--- src/rtl/opf_pkg.sv ---
// Shared definitions for the operand formation unit.
// Assumes a 3-bit interpretation code and 3-bit selector fields.
package opf_pkg;
    localparam int SEL_W = 3;

    typedef enum logic [SEL_W-1:0] {
        INT_IMM    = 3'd0,
        INT_LO     = 3'd1,
        INT_HI     = 3'd2,
        INT_FULL   = 3'd3,
        INT_IMM_SX = 3'd4,
        INT_LO_SX  = 3'd5,
        INT_HI_SX  = 3'd6,
        INT_ACC    = 3'd7
    } interp_e;

    // True when the interpretation draws its operand from memory.
    function automatic logic needs_mem(interp_e code);
        return (code == INT_LO) || (code == INT_HI) || (code == INT_FULL) ||
               (code == INT_LO_SX) || (code == INT_HI_SX);
    endfunction
endpackage

--- src/rtl/opf_eac_adder.sv ---
// Ones' complement adder with end-around carry, modulo 2^W-1.
// Purely combinational; a zero result occurs only for two zero inputs.
module opf_eac_adder #(
    parameter int W = 15
) (
    input  logic [W-1:0] a,
    input  logic [W-1:0] b,
    output logic [W-1:0] sum
);
    logic [W:0] raw;

    // Plain binary sum, then fold the carry back into bit 0.
    always_comb begin
        raw = {1'b0, a} + {1'b0, b};
        sum = raw[W-1:0] + {{(W-1){1'b0}}, raw[W]};
    end
endmodule

--- src/rtl/opf_fields.sv ---
// Splits an instruction word into its fields and flags illegal function codes.
// Assumes the word is 2*HALF_W bits with three SEL_W-bit selectors above the designator.
module opf_fields
    import opf_pkg::*;
#(
    parameter  int HALF_W = 15,
    localparam int WORD_W = 2 * HALF_W,
    localparam int FUNC_W = WORD_W - HALF_W - 3 * SEL_W
) (
    input  logic [WORD_W-1:0] word,
    output logic [FUNC_W-1:0] func,
    output logic [SEL_W-1:0]  bcond,
    output interp_e           interp,
    output logic [SEL_W-1:0]  idx,
    output logic [HALF_W-1:0] desig,
    output logic              illegal
);
    // Field extraction at fixed positions and illegal-code detection.
    always_comb begin
        func    = word[WORD_W-1 -: FUNC_W];
        bcond   = word[HALF_W+3*SEL_W-1 -: SEL_W];
        interp  = interp_e'(word[HALF_W+2*SEL_W-1 -: SEL_W]);
        idx     = word[HALF_W+SEL_W-1 -: SEL_W];
        desig   = word[HALF_W-1:0];
        illegal = (func == '0) || (func == '1);
    end
endmodule

--- src/rtl/opf_shaper.sv ---
// Builds the operand from the interpretation code.
// Sources: effective address, memory word halves, full word, accumulator.
module opf_shaper
    import opf_pkg::*;
#(
    parameter  int HALF_W = 15,
    localparam int WORD_W = 2 * HALF_W
) (
    input  interp_e           interp,
    input  logic [HALF_W-1:0] ea,
    input  logic [WORD_W-1:0] mem_word,
    input  logic [WORD_W-1:0] acc,
    output logic [WORD_W-1:0] operand
);
    logic [HALF_W-1:0] lo_half;
    logic [HALF_W-1:0] hi_half;

    assign lo_half = mem_word[HALF_W-1:0];
    assign hi_half = mem_word[WORD_W-1:HALF_W];

    // Operand selection with zero or sign fill of the upper half.
    always_comb begin
        case (interp)
            INT_IMM:    operand = {{HALF_W{1'b0}}, ea};
            INT_IMM_SX: operand = {{HALF_W{ea[HALF_W-1]}}, ea};
            INT_LO:     operand = {{HALF_W{1'b0}}, lo_half};
            INT_HI:     operand = {{HALF_W{1'b0}}, hi_half};
            INT_FULL:   operand = mem_word;
            INT_LO_SX:  operand = {{HALF_W{lo_half[HALF_W-1]}}, lo_half};
            INT_HI_SX:  operand = {{HALF_W{hi_half[HALF_W-1]}}, hi_half};
            INT_ACC:    operand = acc;
            default:    operand = '0;
        endcase
    end
endmodule

--- src/rtl/opf_unit.sv ---
// Indexed operand formation unit (top).
// Accepts one instruction when idle, forms the effective address through the
// index adder and produces the operand, waiting on one memory read if needed.
// Assumes idx_data answers idx_sel combinationally and mem_ack comes only
// while mem_req is high.
module opf_unit
    import opf_pkg::*;
#(
    parameter  int HALF_W = 15,
    localparam int WORD_W = 2 * HALF_W,
    localparam int FUNC_W = WORD_W - HALF_W - 3 * SEL_W
) (
    input  logic              clk,
    input  logic              rst_n,
    input  logic              instr_valid,
    input  logic [WORD_W-1:0] instr_word,
    output logic              instr_ready,
    output logic [SEL_W-1:0]  idx_sel,
    input  logic [HALF_W-1:0] idx_data,
    output logic              mem_req,
    output logic [HALF_W-1:0] mem_addr,
    input  logic              mem_ack,
    input  logic [WORD_W-1:0] mem_rdata,
    input  logic [WORD_W-1:0] acc_in,
    output logic              op_valid,
    output logic [WORD_W-1:0] op_data,
    output logic [HALF_W-1:0] op_addr,
    output logic [FUNC_W-1:0] op_func,
    output logic [SEL_W-1:0]  op_bcond,
    output logic              fault
);
    typedef enum logic {ST_IDLE, ST_MEM} state_e;

    state_e            state;
    logic [FUNC_W-1:0] f_func;
    logic [SEL_W-1:0]  f_bcond;
    interp_e           f_interp;
    logic [SEL_W-1:0]  f_idx;
    logic [HALF_W-1:0] f_desig;
    logic              f_illegal;
    logic [HALF_W-1:0] idx_sum;
    logic [HALF_W-1:0] ea_comb;
    logic [HALF_W-1:0] ea_q;
    interp_e           interp_q;
    interp_e           sh_interp;
    logic [HALF_W-1:0] sh_ea;
    logic [WORD_W-1:0] shaped;

    opf_fields #(.HALF_W(HALF_W)) u_fields (
        .word    (instr_word),
        .func    (f_func),
        .bcond   (f_bcond),
        .interp  (f_interp),
        .idx     (f_idx),
        .desig   (f_desig),
        .illegal (f_illegal)
    );

    opf_eac_adder #(.W(HALF_W)) u_adder (
        .a   (f_desig),
        .b   (idx_data),
        .sum (idx_sum)
    );

    opf_shaper #(.HALF_W(HALF_W)) u_shaper (
        .interp   (sh_interp),
        .ea       (sh_ea),
        .mem_word (mem_rdata),
        .acc      (acc_in),
        .operand  (shaped)
    );

    assign idx_sel     = f_idx;
    assign instr_ready = (state == ST_IDLE);
    assign mem_addr    = ea_q;
    assign op_addr     = ea_q;

    // Effective address: unmodified designator for selector 0, indexed otherwise.
    assign ea_comb = (f_idx == '0) ? f_desig : idx_sum;

    // Shaper inputs come from the new instruction when idle, from held state when waiting.
    always_comb begin
        if (state == ST_IDLE) begin
            sh_interp = f_interp;
            sh_ea     = ea_comb;
        end else begin
            sh_interp = interp_q;
            sh_ea     = ea_q;
        end
    end

    // Control sequence: accept, then issue a result, a fault, or a memory read.
    always_ff @(posedge clk) begin
        if (!rst_n) begin
            state    <= ST_IDLE;
            op_valid <= 1'b0;
            fault    <= 1'b0;
            mem_req  <= 1'b0;
            ea_q     <= '0;
            interp_q <= INT_IMM;
            op_func  <= '0;
            op_bcond <= '0;
            op_data  <= '0;
        end else begin
            op_valid <= 1'b0;
            fault    <= 1'b0;
            case (state)
                ST_IDLE: begin
                    if (instr_valid) begin
                        op_func  <= f_func;
                        op_bcond <= f_bcond;
                        ea_q     <= ea_comb;
                        interp_q <= f_interp;
                        if (f_illegal) begin
                            fault <= 1'b1;
                        end else if (needs_mem(f_interp)) begin
                            state   <= ST_MEM;
                            mem_req <= 1'b1;
                        end else begin
                            op_valid <= 1'b1;
                            op_data  <= shaped;
                        end
                    end
                end
                ST_MEM: begin
                    if (mem_ack) begin
                        state    <= ST_IDLE;
                        mem_req  <= 1'b0;
                        op_valid <= 1'b1;
                        op_data  <= shaped;
                    end
                end
                default: state <= ST_IDLE;
            endcase
        end
    end
endmodule

--- config.mk ---
export PLATFORM = sky130hd
export DESIGN_NAME = opf_unit
export DESIGN_NICKNAME = d
export VERILOG_FILES = /design/src/rtl/opf_pkg.sv /design/src/rtl/opf_eac_adder.sv /design/src/rtl/opf_fields.sv /design/src/rtl/opf_shaper.sv /design/src/rtl/opf_unit.sv
export SDC_FILE = /design/constraint.sdc
export NUM_CORES = 1
export LEC_CHECK = 0
export ABC_CLOCK_PERIOD_IN_PS = 4720
export BUFFER_PORTS_ARGS = -buffer_cell sky130_fd_sc_hd__clkbuf_2
export CORE_AREA = 2 2 100 102
export DETAILED_ROUTE_END_ITERATION = 10
export DIE_AREA = 0 0 102 104
export PLACE_DENSITY = 0.79
export SLEW_MARGIN = 20
export SYNTH_ARGS = -nofsm -noshare
export SYNTH_HDL_FRONTEND = slang
export SYNTH_SLANG_ARGS = --single-unit
--- constraint.sdc ---
create_clock -name clk -period 4.72 [get_ports clk]
set_input_delay 0.472 -clock clk [delete_from_list [all_inputs] [get_ports clk]]
set_output_delay 0.472 -clock clk [all_outputs]
set_load 0.02 [all_outputs]
==> run_results.csv, run 1 <==
group,metric,value,unit
status,status,"completed",
setup_path,end_kind,"flip-flop",
setup_path,crit_chain,"clkbuf_2, ha_1, nand2_1, a211oi_1, nand2_1, a21oi_1, o21a_1, o21ai_0, nand2b_1, ha_1, ha_1, nand2_1, nor3_1, nand4_2, nor4b_4, nand4_1, a31oi_4, nand2_4, a41oi_1",
die,top_level_ports,185,
setup_path,cp_slowest_stage_delay,0.46,ns
die,die_w,102,µm
route,detail_route.wl_per_cell,16.9,µm
layout,final_common_cell,"clkbuf_2",
timing,setup_ws,0.502,ns
clocking,tritoncts,"done",
grt,antenna_found_initial,0,
worst_hold_path,hold_class,"input pin to flip-flop",
grt,grt_pass1_vias,4802,
layout,nFillCells,888,
clocking,insertion_delay,0.34,ns
clocking,clkTransAtPathRegs,0.07,ns
clocking,cts_buffer_depth,2,
setup_path,slowest_stage,"ha_1",
yosys,avgSynthCellArea,7.95,µm²
yosys,yosys.area.top_type,"dfxtp_1",
clocking,cts_buffers,9,
clocking,postCtsHoldBufs,0,
yosys,synth_edf_count,0,
placed_design,hpwl,11500,µm
grt,grt_pass1_wl,23100,µm
job,maxCapViolations,0,
timing,tns,0,ns
layout,drive_gt1_frac,0.330,
clocking,cts_resized,0,
clocking,cts_htree_levels,3,
power_and_ir_drop,power_density,313,nW/µm²
timing,worst_pin_slew,1.07,ns
placed_design,io_buffer_count,184,
timing,finalMaxSlewViolations,0,
yosys,synth-main-ff-cell,"dfxtp_1",
placed_design,gp_congestion,0.907,
die,die_area,10600,µm²
setup_path,worstPathArrival,4.48,ns
yosys,synth_area_leaders,"dfxtp_1 26%, nand2_1 5.9%, a21oi_1 4.9%",
power_and_ir_drop,ir_drop,0.131,mV
route,routed_wl,14700,µm
clocking,clock-sinks,61,
die,fp-row-count,36,
setup_path,path_delay_family,"simple AND/OR/NAND/NOR gates",
layout,final_cell_mix,"184 x clkbuf_2, 73 x nand2_1, 61 x dfxtp_1, 46 x a21oi_1, 42 x nor2_1",
die,fp.dieH,104,µm
yosys,syn_area,4660,µm²
yosys,synth.top_cell.area_share,0.262,
route,post_drt_via_cell_ratio,5.83,
yosys,ys_warn_count,0,
die,start_util,0.488,
timing,fin_crit,4.22,ns
layout,n_antenna_cell,0,
timing,fmaxAchievable,237,MHz
setup_path,crit_buf_inv,1,
timing,setup_violations,0,
route,firstDrtPassIters,5,
setup_path,worstPathRequired,4.98,ns
yosys,ys_types,70,
setup_path,path_class,"input pin to flip-flop",
clocking,root_buffer,"clkbuf_8",
timing,finalHoldViolations,0,
yosys,syn_inst,587,
grt,grt_overflow_total,0,
route,ant_nets,0,
route,drt_iter0_drc,273,
yosys,ys_async_sr_fraction,0,
placed_design,place_inst,853,
grt,grtUsageTotal,0.270,
placed_design,post-place-ws,0.178,ns
clocking,postCtsSetupBuffers,0,
timing,rsz0062_at_grt,"no",
layout,syn_to_final_growth,23.3,%
setup_path,cp_max_fo,16,
yosys,yosysSeqAreaShare,0.262,
yosys,synth_nets,714,
timing,slew_headroom,0.287,
route,drc,0,
layout,nets,858,
setup_path,cp-start-kind,"input pin",
power_and_ir_drop,power_leakage,2.52,nW
layout,final_cells,869,
die,core,9550,µm²
timing,period_share,0.894,
timing,skew,0.0104,ns
route,num_vias,5069,
grt,grt_max_degree,65,
yosys,ys_seq_elements,61,
==> path summary, 6_finish.rpt <==
kind,from,endpoint,slack [ns],depth (start not counted)
max,instr_word[8],op_data[17],0.50,19
min,instr_word[23],op_bcond[2],0.35,3
max reg2reg,state,op_data[15],1.41,9
min reg2reg,op_data[3],op_data[3],0.45,2
==> report_power, final <==
| part | internal [mW] | switching (mW) |
|---|---|---|
| registers | 0.564 | 0.0412 |
| logic | 0.252 | 0.418 |
| clock network | 0.324 | 0.200 |
| total | 1.14 | 0.660 |
==> final cells by class <==
cell class | count | area (µm²) | share of cell area
multi-input combinational | 458 | 3120 | 0.543
inverter | 8 | 30.0 | 0.00522
timing repair buffer | 193 | 988 | 0.172
tap | 133 | 166 | 0.0289
sequential | 61 | 1220 | 0.212
clock inverter | 4 | 70.1 | 0.0122
clock buffer | 12 | 155 | 0.0270
==> flip-flops by register name (all words and copies together), names as in the netlist <==
signal and cells:
op_data 30, mem_req 1, op_valid 1, fault 1, interp_q 3, op_bcond 3, state 1, op_func 6
mem_addr 15
==> stage by stage <==
stage	hold slack, ns	util	area, µm²	power [mW]
5_1_grt	0.362	0.602	5750	1.89
4_1_cts	0.349	0.602	5750	1.80
2_1_floorplan	0.433	-	4660	1.08
3_3_place_gp	0.438	0.579	5530	1.27
6_report	0.350	0.602	5750	1.80
3_5_place_dp	0.446	0.579	5530	1.28
==> cells in the mapped netlist (9+ instances only) <==
cell,count
mux2i_1,17
o211ai_1,26
nor2_1,42
dfxtp_1,61
nand2_1,73
clkbuf_1,36
ha_1,17
a21oi_1,46
buf_4,18
nand3_1,29
nor3_1,15
o21ai_0,20
a41oi_2,9
a22oi_1,15
mux2_2,11
xnor2_1,11
==> worst reg2reg max path, stage by stage (launching register included) <==
cell and delay (ns):
dfxtp_1 1.03, mux2i_1 0.18, buf_4 0.25, nor2_1 0.10, buf_4 0.27, and2_0 0.70, a22oi_1 0.23, nand3_1 0.16
o211ai_1 0.12, a41oi_2 0.20
==> cells by family (layout without fill, tap and decap cells) <==
group,count (synthesis),count (layout),share of synthesized area
AO/OA/AOI/OAI,197,197,0.321
XOR/XNOR,16,16,0.0300
adder cells (fa/ha/maj),18,18,0.0499
buffers and inverters,68,217,0.0711
flip-flops,61,61,0.262
multiplexers,28,28,0.0630
AND/OR/NAND/NOR,199,199,0.203
==> per-layer routing <==
layer  vias to the layer above  track usage  part of all wire  wire length [µm]
li1                       2478            -                 -                 -
met4                         0        0.101             0.027               403
met3                        31       0.0531             0.078              1150
met2                       216        0.453              0.47              6910
met1                      2344        0.339              0.43              6260
met5                         -            0                 0                 0
(Power assumes the default switching activity.)
==> run 2: changes to the inputs <==
==> constraint.sdc (replaced) <==
create_clock -name clk -period 4.72 [get_ports clk]
set_input_delay 0.944 -clock clk [delete_from_list [all_inputs] [get_ports clk]]
set_output_delay 0.944 -clock clk [all_outputs]
set_load 0.02 [all_outputs]
==> run_results.csv, run 2 (synthesis results as in run 1) <==
group,metric,value,unit
timing,period_share,0.908,
layout,nFillCells,893,
layout,final_common_cell,"clkbuf_2",
timing,finalMaxSlewViolations,0,
timing,slew_headroom,0.302,
grt,grt_max_degree,65,
route,detail_route.wl_per_cell,17.0,µm
grt,grtUsageTotal,0.271,
grt,grt_pass1_vias,4768,
die,fp-row-count,36,
timing,fin_crit,4.29,ns
layout,top_register,"op_data",
setup_path,reg2reg_slack,1.71,ns
route,firstDrtPassIters,5,
clocking,tritoncts,"done",
route,num_vias,5125,
clocking,clock-sinks,61,
setup_path,worstReg2RegStart,"state",
clocking,insertion_delay,0.34,ns
layout,syn_to_final_growth,24.3,%
route,ant_nets,0,
die,die_area,10600,µm²
clocking,clkTransAtPathRegs,0.07,ns
timing,fmaxAchievable,233,MHz
timing,tns,0,ns
layout,n_antenna_cell,0,
clocking,cts_htree_levels,3,
grt,antenna_found_initial,0,
layout,final_cell_mix,"184 x clkbuf_2, 73 x nand2_1, 61 x dfxtp_1, 46 x a21oi_1, 42 x nor2_1",
timing,worst_pin_slew,1.02,ns
setup_path,worstPathArrival,4.55,ns
setup_path,cp-start-kind,"input pin",
layout,drive_gt1_frac,0.339,
die,fp.dieH,104,µm
setup_path,cp_max_fo,16,
power_and_ir_drop,power_density,300,nW/µm²
power_and_ir_drop,p_total,1.74,mW
setup_path,worstPathRequired,4.98,ns
die,start_util,0.488,
status,status,"completed",
grt,grt_overflow_total,0,
layout,largest_register_ffs,30,
job,maxCapViolations,0,
layout,nets,867,
timing,setup_violations,0,
setup_path,crit_start,"instr_word[8]",
route,routed_wl,14900,µm
setup_path,end_kind,"flip-flop",
clocking,root_buffer,"clkbuf_8",
timing,finalHoldViolations,0,
placed_design,io_buffer_count,184,
worst_hold_path,hold_class,"flip-flop to flip-flop",
timing,rsz0062_at_grt,"no",
route,post_drt_via_cell_ratio,5.84,
clocking,postCtsHoldBufs,0,
setup_path,path_class,"input pin to flip-flop",
route,drt_iter0_drc,361,
power_and_ir_drop,ir_drop,0.116,mV
placed_design,gp_congestion,0.903,
placed_design,hpwl,11700,µm
die,die_w,102,µm
worst_hold_path,worstHoldStart,"op_data[2]",
die,core,9550,µm²
clocking,cts_buffer_depth,2,
clocking,cts_buffers,9,
die,top_level_ports,185,
route,drc,0,
grt,grt_pass1_wl,23200,µm
timing,skew,0.00602,ns
power_and_ir_drop,power_leakage,2.55,nW
## run 2: cell types whose count changed in the layout (fill, tap and decap cells not counted), sizes merged
cell    delta
bufinv     -2
clkinv     -2
buf        +9
clkbuf     +3
## run 2: final timing paths
path	to	depth (start not counted)
max	op_data[17]	19
min	op_data[2]	2
max reg2reg	op_data[26]	8
min reg2reg	op_data[2]	2
## run 2: through the flow
| step | setup WS (ns) | instances | instance area (µm²) | utilization | hold slack [ns] |
|---|---|---|---|---|---|
| 6_report | 0.435 | 877 | 5800 | 0.607 | 0.454 |
| 5_1_grt | 0.106 | 877 | 5800 | 0.607 | 0.479 |
| 4_1_cts | 0.307 | 877 | 5790 | 0.607 | 0.453 |
| 3_5_place_dp | -0.0277 | 862 | 5600 | 0.586 | 0.445 |
| 3_3_place_gp | 0.133 | 862 | 5600 | 0.586 | 0.439 |
| 2_1_floorplan | 0.345 | 587 | 4660 | - | 0.433 |
## run 2: cell type report
type                    instances  area (µm²)  area share
repair buffers                202        1060       0.182
multi-input cells             458        3130       0.539
well taps                     133         166      0.0287
clock buffers                  15         196      0.0339
flip-flops and latches         61        1220       0.211
inverters                       8        30.0     0.00518
## run 2: layer usage
metal  vias up  GRT usage  wire (µm)
met2       243      0.463       7280
li1       2498          -          -
met5         -          0          0
met1      2367      0.336       6180
met3        17     0.0585       1240
met4         0     0.0838        194
## run 2: worst max-delay path, cell delays in order
cell,delay (ns)
clkbuf_2,0.10
ha_1,0.39
nand2_1,0.12
a211oi_2,0.24
nand2_1,0.14
a21oi_1,0.15
o21a_1,0.12
o21ai_0,0.07
nand2b_1,0.10
ha_1,0.18
ha_1,0.21
nand2_1,0.06
nor3_1,0.32
nand4_2,0.19
nor4b_4,0.27
nand4_1,0.18
a31oi_4,0.27
nand2_4,0.20
a41oi_1,0.28
## run 2: where the power goes
group	internal (mW)	total [mW]	switching (mW)
combinational	0.260	0.686	0.426
clock	0.260	0.453	0.193
sequential	0.564	0.600	0.0368
## run 2: what timing repair did
item                                   CTS  global route
gates resized for setup                  0             1
setup buffers                            0             0
endpoints found under the hold margin    0             0
setup endpoints to repair                0            10
